### config.mk
export PLATFORM = sky130hd
export DESIGN_NAME = cdg_gater
export DESIGN_NICKNAME = d
export VERILOG_FILES = /design/src/rtl/cdg_pkg.sv /design/src/rtl/cdg_tick_count.sv /design/src/rtl/cdg_qualifier.sv /design/src/rtl/cdg_mark_window.sv /design/src/rtl/cdg_out_stage.sv /design/src/rtl/cdg_gater.sv
export SDC_FILE = /design/constraint.sdc
export NUM_CORES = 1
export LEC_CHECK = 0
export BUFFER_PORTS_ARGS = -buffer_cell sky130_fd_sc_hd__buf_2
export CAP_MARGIN = 5
export CORE_UTILIZATION = 40
export DETAILED_ROUTE_END_ITERATION = 8
export PLACE_DENSITY = 0.65
export REMOVE_ABC_BUFFERS = 1
export SKIP_LAST_GASP = 1
export SLEW_MARGIN = 20
export SYNTH_ARGS = -nofsm -noshare
export SYNTH_HDL_FRONTEND = slang
export SYNTH_SLANG_ARGS = --single-unit
### constraint.sdc
create_clock -name clk -period 1.7 [get_ports clk]
set_input_delay 0.255 -clock clk [delete_from_list [all_inputs] [get_ports clk]]
set_output_delay 0.255 -clock clk [all_outputs]
set_load 0.05 [all_outputs]
### src/rtl/cdg_pkg.sv
package cdg_pkg;
  // Counter width large enough to hold 0 .. limit-1
  function automatic int unsigned cnt_width(input int unsigned limit);
    return (limit > 1) ? $clog2(limit) : 1;
  endfunction

  typedef enum logic {
    CARRIER_OFF = 1'b0,
    CARRIER_ON  = 1'b1
  } carrier_e;
endpackage

### src/rtl/cdg_tick_count.sv
module cdg_tick_count #(
  parameter int unsigned LIMIT = 30
) (
  input  logic clk,
  input  logic rst,
  input  logic clr,
  input  logic adv,
  output logic hit
);
  localparam int unsigned W = cdg_pkg::cnt_width(LIMIT);

  logic [W-1:0] cnt_q;

  assign hit = adv && !clr && (cnt_q == W'(LIMIT - 1));

  always_ff @(posedge clk) begin
    if (rst || clr || hit) begin
      cnt_q <= '0;
    end else if (adv) begin
      cnt_q <= cnt_q + 1'b1;
    end
  end
endmodule

### src/rtl/cdg_qualifier.sv
module cdg_qualifier #(
  parameter int unsigned QUAL_TICKS = 30,
  parameter int unsigned HOLD_TICKS = 60
) (
  input  logic clk,
  input  logic rst,
  input  logic tick,
  input  logic energy_ok,
  output logic carrier,
  output logic cd_n
);
  import cdg_pkg::*;

  carrier_e state_q;
  logic     on_now;
  logic     qual_hit;
  logic     hold_hit;

  assign on_now = (state_q == CARRIER_ON);

  // Counts ticks of unbroken energy while no carrier is declared
  cdg_tick_count #(.LIMIT(QUAL_TICKS)) u_qual (
    .clk (clk),
    .rst (rst),
    .clr (on_now || !energy_ok),
    .adv (tick && energy_ok && !on_now),
    .hit (qual_hit)
  );

  // Counts ticks of unbroken silence while carrier is declared
  cdg_tick_count #(.LIMIT(HOLD_TICKS)) u_hold (
    .clk (clk),
    .rst (rst),
    .clr (!on_now || energy_ok),
    .adv (tick && !energy_ok && on_now),
    .hit (hold_hit)
  );

  always_ff @(posedge clk) begin
    if (rst) begin
      state_q <= CARRIER_OFF;
      cd_n    <= 1'b1;
    end else if (qual_hit) begin
      state_q <= CARRIER_ON;
      cd_n    <= 1'b0;
    end else if (hold_hit) begin
      state_q <= CARRIER_OFF;
      cd_n    <= 1'b1;
    end
  end

  assign carrier = on_now;
endmodule

### src/rtl/cdg_mark_window.sv
module cdg_mark_window #(
  parameter int unsigned MARK_TICKS = 25
) (
  input  logic clk,
  input  logic rst,
  input  logic tick,
  input  logic energy_ok,
  input  logic carrier,
  input  logic rx_bit,
  input  logic bit_valid,
  output logic open
);
  logic space_seen;
  logic mark_hit;

  assign space_seen = bit_valid && !rx_bit;

  cdg_tick_count #(.LIMIT(MARK_TICKS)) u_mark (
    .clk (clk),
    .rst (rst),
    .clr (!carrier || open || space_seen),
    .adv (tick && energy_ok && carrier && !open),
    .hit (mark_hit)
  );

  always_ff @(posedge clk) begin
    if (rst || !carrier) begin
      open <= 1'b0;
    end else if (mark_hit) begin
      open <= 1'b1;
    end
  end
endmodule

### src/rtl/cdg_out_stage.sv
module cdg_out_stage (
  input  logic clk,
  input  logic rst,
  input  logic carrier,
  input  logic open,
  input  logic rx_bit,
  output logic data_q,
  output logic short_q
);
  always_ff @(posedge clk) begin
    if (rst) begin
      data_q  <= 1'b0;
      short_q <= 1'b1;
    end else begin
      data_q  <= carrier && rx_bit;
      short_q <= (carrier && open) ? rx_bit : 1'b1;
    end
  end
endmodule

### src/rtl/cdg_gater.sv
module cdg_gater #(
  parameter int unsigned QUAL_TICKS = 30,
  parameter int unsigned MARK_TICKS = 25,
  parameter int unsigned HOLD_TICKS = 60
) (
  input  logic clk,
  input  logic rst,
  input  logic tick,
  input  logic energy_ok,
  input  logic rx_bit,
  input  logic bit_valid,
  output logic cd_n_o,
  output logic data_o,
  output logic short_o
);
  logic carrier;
  logic open;

  cdg_qualifier #(
    .QUAL_TICKS (QUAL_TICKS),
    .HOLD_TICKS (HOLD_TICKS)
  ) u_qual (
    .clk       (clk),
    .rst       (rst),
    .tick      (tick),
    .energy_ok (energy_ok),
    .carrier   (carrier),
    .cd_n      (cd_n_o)
  );

  cdg_mark_window #(.MARK_TICKS(MARK_TICKS)) u_mark (
    .clk       (clk),
    .rst       (rst),
    .tick      (tick),
    .energy_ok (energy_ok),
    .carrier   (carrier),
    .rx_bit    (rx_bit),
    .bit_valid (bit_valid),
    .open      (open)
  );

  cdg_out_stage u_out (
    .clk     (clk),
    .rst     (rst),
    .carrier (carrier),
    .open    (open),
    .rx_bit  (rx_bit),
    .data_q  (data_o),
    .short_q (short_o)
  );
endmodule

==> results.toml <==
[floorplan]
dieArea_sq_mm = 0.002914
rows = 18
core_sq_mm = 0.002522
dieWidth_um = 53.99
ios = 9
die-height_um = 53.99
initial_core_util_pct = 42.86

[worst_setup_path]
critical_path_class = "reg -> reg"
required_ns = 1.94
slowest_delay_ns = 0.42
path_max_fanout = 6
path_cells = "ha_1 -> nand4b_2 -> or3_1 -> a31oi_1"
crit_start = "u_qual.u_hold.cnt_q[0]"
r2r_start = "u_qual.u_hold.cnt_q[0]"
worst_ep_arrival_time_ns = 1.68
cp-end-kind = "register"
cpMaxStageDelayCell = "dfxtp_1"
start_kind = "register"

[finish]
syn2layout_area_growth_pct = 7.986
num_antenna_cells = 0
multi_input_area_sq_um = 620.6
drive_gt1_share_pct = 11.90
register_area_sq_um = 420.4
final_cell_count_no_fill = 156
nets = 138
final.fill_count = 232

[timing]
finalSetupTns_ns = 0
maxSlewViolCount = 0
finalWorstSetupSlack_ns = 0.2621
max_slew_margin_pct = 75.04
clock_skew_ns = 0.007647
whs_ns = 0.1315
rsz0062_at_grt = "no"
worst_pin_slew_ns = 0.3719
finalSetupViolations = 0
fmax_mhz = 695.5
timing.final.crit_share_pct = 84.58
fin_crit_ns = 1.438
final_hold_viol_count = 0

[logic_synthesis]
synth.top_cell.area_share_pct = 38.89
synth_area_leaders = "dfxtp_1 (39%), ha_1 (5.8%), a21oi_1 (5.1%), nand4b_1 (4.1%), and4b_1 (3.7%)"
ys_warn_count = 0
yosys.area.top_type = "dfxtp_1"
synth_common_cells = "dfxtp_1 (21), a21oi_1 (11), nand2_1 (10), inv_1 (6), nand3_1 (6)"
async_flop_share_pct = 0
synthMostInstantiatedCell = "dfxtp_1"
synth-edff-count = 0
postSynthAreaPerCell_sq_um = 9.240
synth-seq-cells = 21
netlist_area_sq_mm = 0.001081
seq_area_frac_synth_pct = 38.89
ys.flop_type = "dfxtp_1"
synthCells = 117
synth.distinct_cells = 38

[routing]
drc_errors = 0
totalWireLength_mm = 2.013
ant_nets = 0
post_drt_wl_per_cell_um = 12.90
vias = 907
dr.first_iter.drc_count = 16
viasPerCell = 5.814
firstDrtPassIters = 4

[clock_tree]
cts_root_buffer = "clkbuf_4"
worstSkewPairLatency_ns = 0.31
cts_hold_buf = 0
cts_made_buffers = 3
cts_buffer_depth = 2
cts_tree = "yes"
clk_pin_slew_ns = 0.12
cts-htree-levels = 1
cts_resized = 0
post_cts_buffers = 0
clkSinkCount = 21

[place]
place_inst = 152
numPortBuffers = 8
place_congestion = 0.7733
dp_hpwl_mm = 1.470
preCtsSetupSlack_ns = 0.2828

[hold_path]
holdCritPathClass = "in -> reg"
worst_hold_startpoint = "rst"

[job]
cap_violations = 0

[pwr]
power_per_cell_area_mw_per_mm2 = 657.3
leakagePower_nw = 0.4080
ir_drop_mv = 0.5575

[global_routing]
grt_max_degree = 12
grt_overflow_total = 0
grt_first_pass_wirelength_mm = 3.270
first_global_vias = 767
antenna_found_initial = 0
grt_usage_pct = 15.91

[run_status]
status = "completed"
-- worst max-delay path, delay by kind of cell, from the launching register on --
family | cells | cell delay (ns)
AND/OR/NAND/NOR | 2 | 0.55
flip-flops | 1 | 0.42
adder cells (fa/ha/maj) | 1 | 0.25
AO/OA/AOI/OAI | 1 | 0.14
-- routing by layer --
metal	part of all wire [%]	global-route usage [%]	up-vias
li1	-	-	458
met1	46	20.24	425
met2	48	24.07	20
met3	5.1	5.932	4
met4	1.3	6.410	0
met5	0	0	-
-- through the flow --
step | utilization [%] | instance area (sq um) | power, mW
floorplan | - | 1064 | 0.5163
global placement | 45.24 | 1141 | 0.5311
CTS | 46.28 | 1167 | 0.7742
finish | 46.28 | 1167 | 0.7673
detailed placement | 45.24 | 1141 | 0.5321
global route | 46.28 | 1167 | 0.7958
-- area by class of cell --
class,count,share of cell area (%)
Timing Repair Buffer,8,3.430
Multi-Input combinational cell,87,53.16
Clock buffer,4,2.251
Sequential cell,21,36.01
Inverter,6,1.929
Tap cell,30,3.215
-- final timing paths --
kind | slack, ns | depth (start not counted) | to
max | 0.26 | 4 | u_qual.u_hold.cnt_q[4]
min | 0.13 | 2 | u_qual.carrier
max reg2reg | 0.26 | 4 | u_qual.u_hold.cnt_q[4]
min reg2reg | 0.51 | 2 | u_qual.u_qual.cnt_q[1]
-- cell families (layout without fill, tap and decap cells) --
group                    after synthesis  in the layout  synth area share (%)
adder cells (fa/ha/maj)                5              5                 5.787
AND/OR/NAND/NOR                       48             48                 29.75
XOR/XNOR                               3              3                 2.431
buffers and inverters                  9             18                 3.704
AO/OA/AOI/OAI                         31             31                 19.45
flip-flops                            21             21                 38.89
-- power breakdown --
group	switching (mW)	total [mW]	internal, mW
combinational	0.0157	0.0268	0.0111
clock	0.155	0.246	0.0917
sequential	0.00124	0.494	0.493
total	0.172	0.767	0.596
-- sequential cells by signal, summed over array words and instances, names as in the netlist --
signal and count:
u_mark.open 1, u_mark.u_mark.cnt_q 5, u_out.data_q 1, u_out.short_q 1, u_qual.carrier 1, u_qual.cd_n 1
u_qual.u_hold.cnt_q 6, u_qual.u_qual.cnt_q 5
-- cell usage in the layout (no fill, tap or decap), drive strengths merged --
cell / netlist / final
o21ai: 7 / 7
inv: 6 / 6
dfxtp: 21 / 21
nand2: 10 / 10
nand3: 6 / 6
nand4: 2 / 2
or2: 3 / 3
xor2: 3 / 3
a21o: 1 / 1
a32oi: 1 / 1
a31oi: 1 / 1
nand4b: 6 / 6
nor3b: 1 / 1
nand3b: 4 / 4
and4b: 4 / 4
a22o: 1 / 1
a311oi: 3 / 3
and2: 1 / 1
and3b: 1 / 1
ha: 5 / 5
a211o: 1 / 1
clkbuf: 0 / 4
and4: 1 / 1
nand2b: 2 / 2
buf: 3 / 8
a21oi: 11 / 11
nor2: 3 / 3
and2b: 1 / 1
or3: 3 / 3
a41oi: 2 / 2
o21bai: 1 / 1
o211ai: 1 / 1
o31ai: 1 / 1
Note: power is estimated with default switching activity, not from simulation.
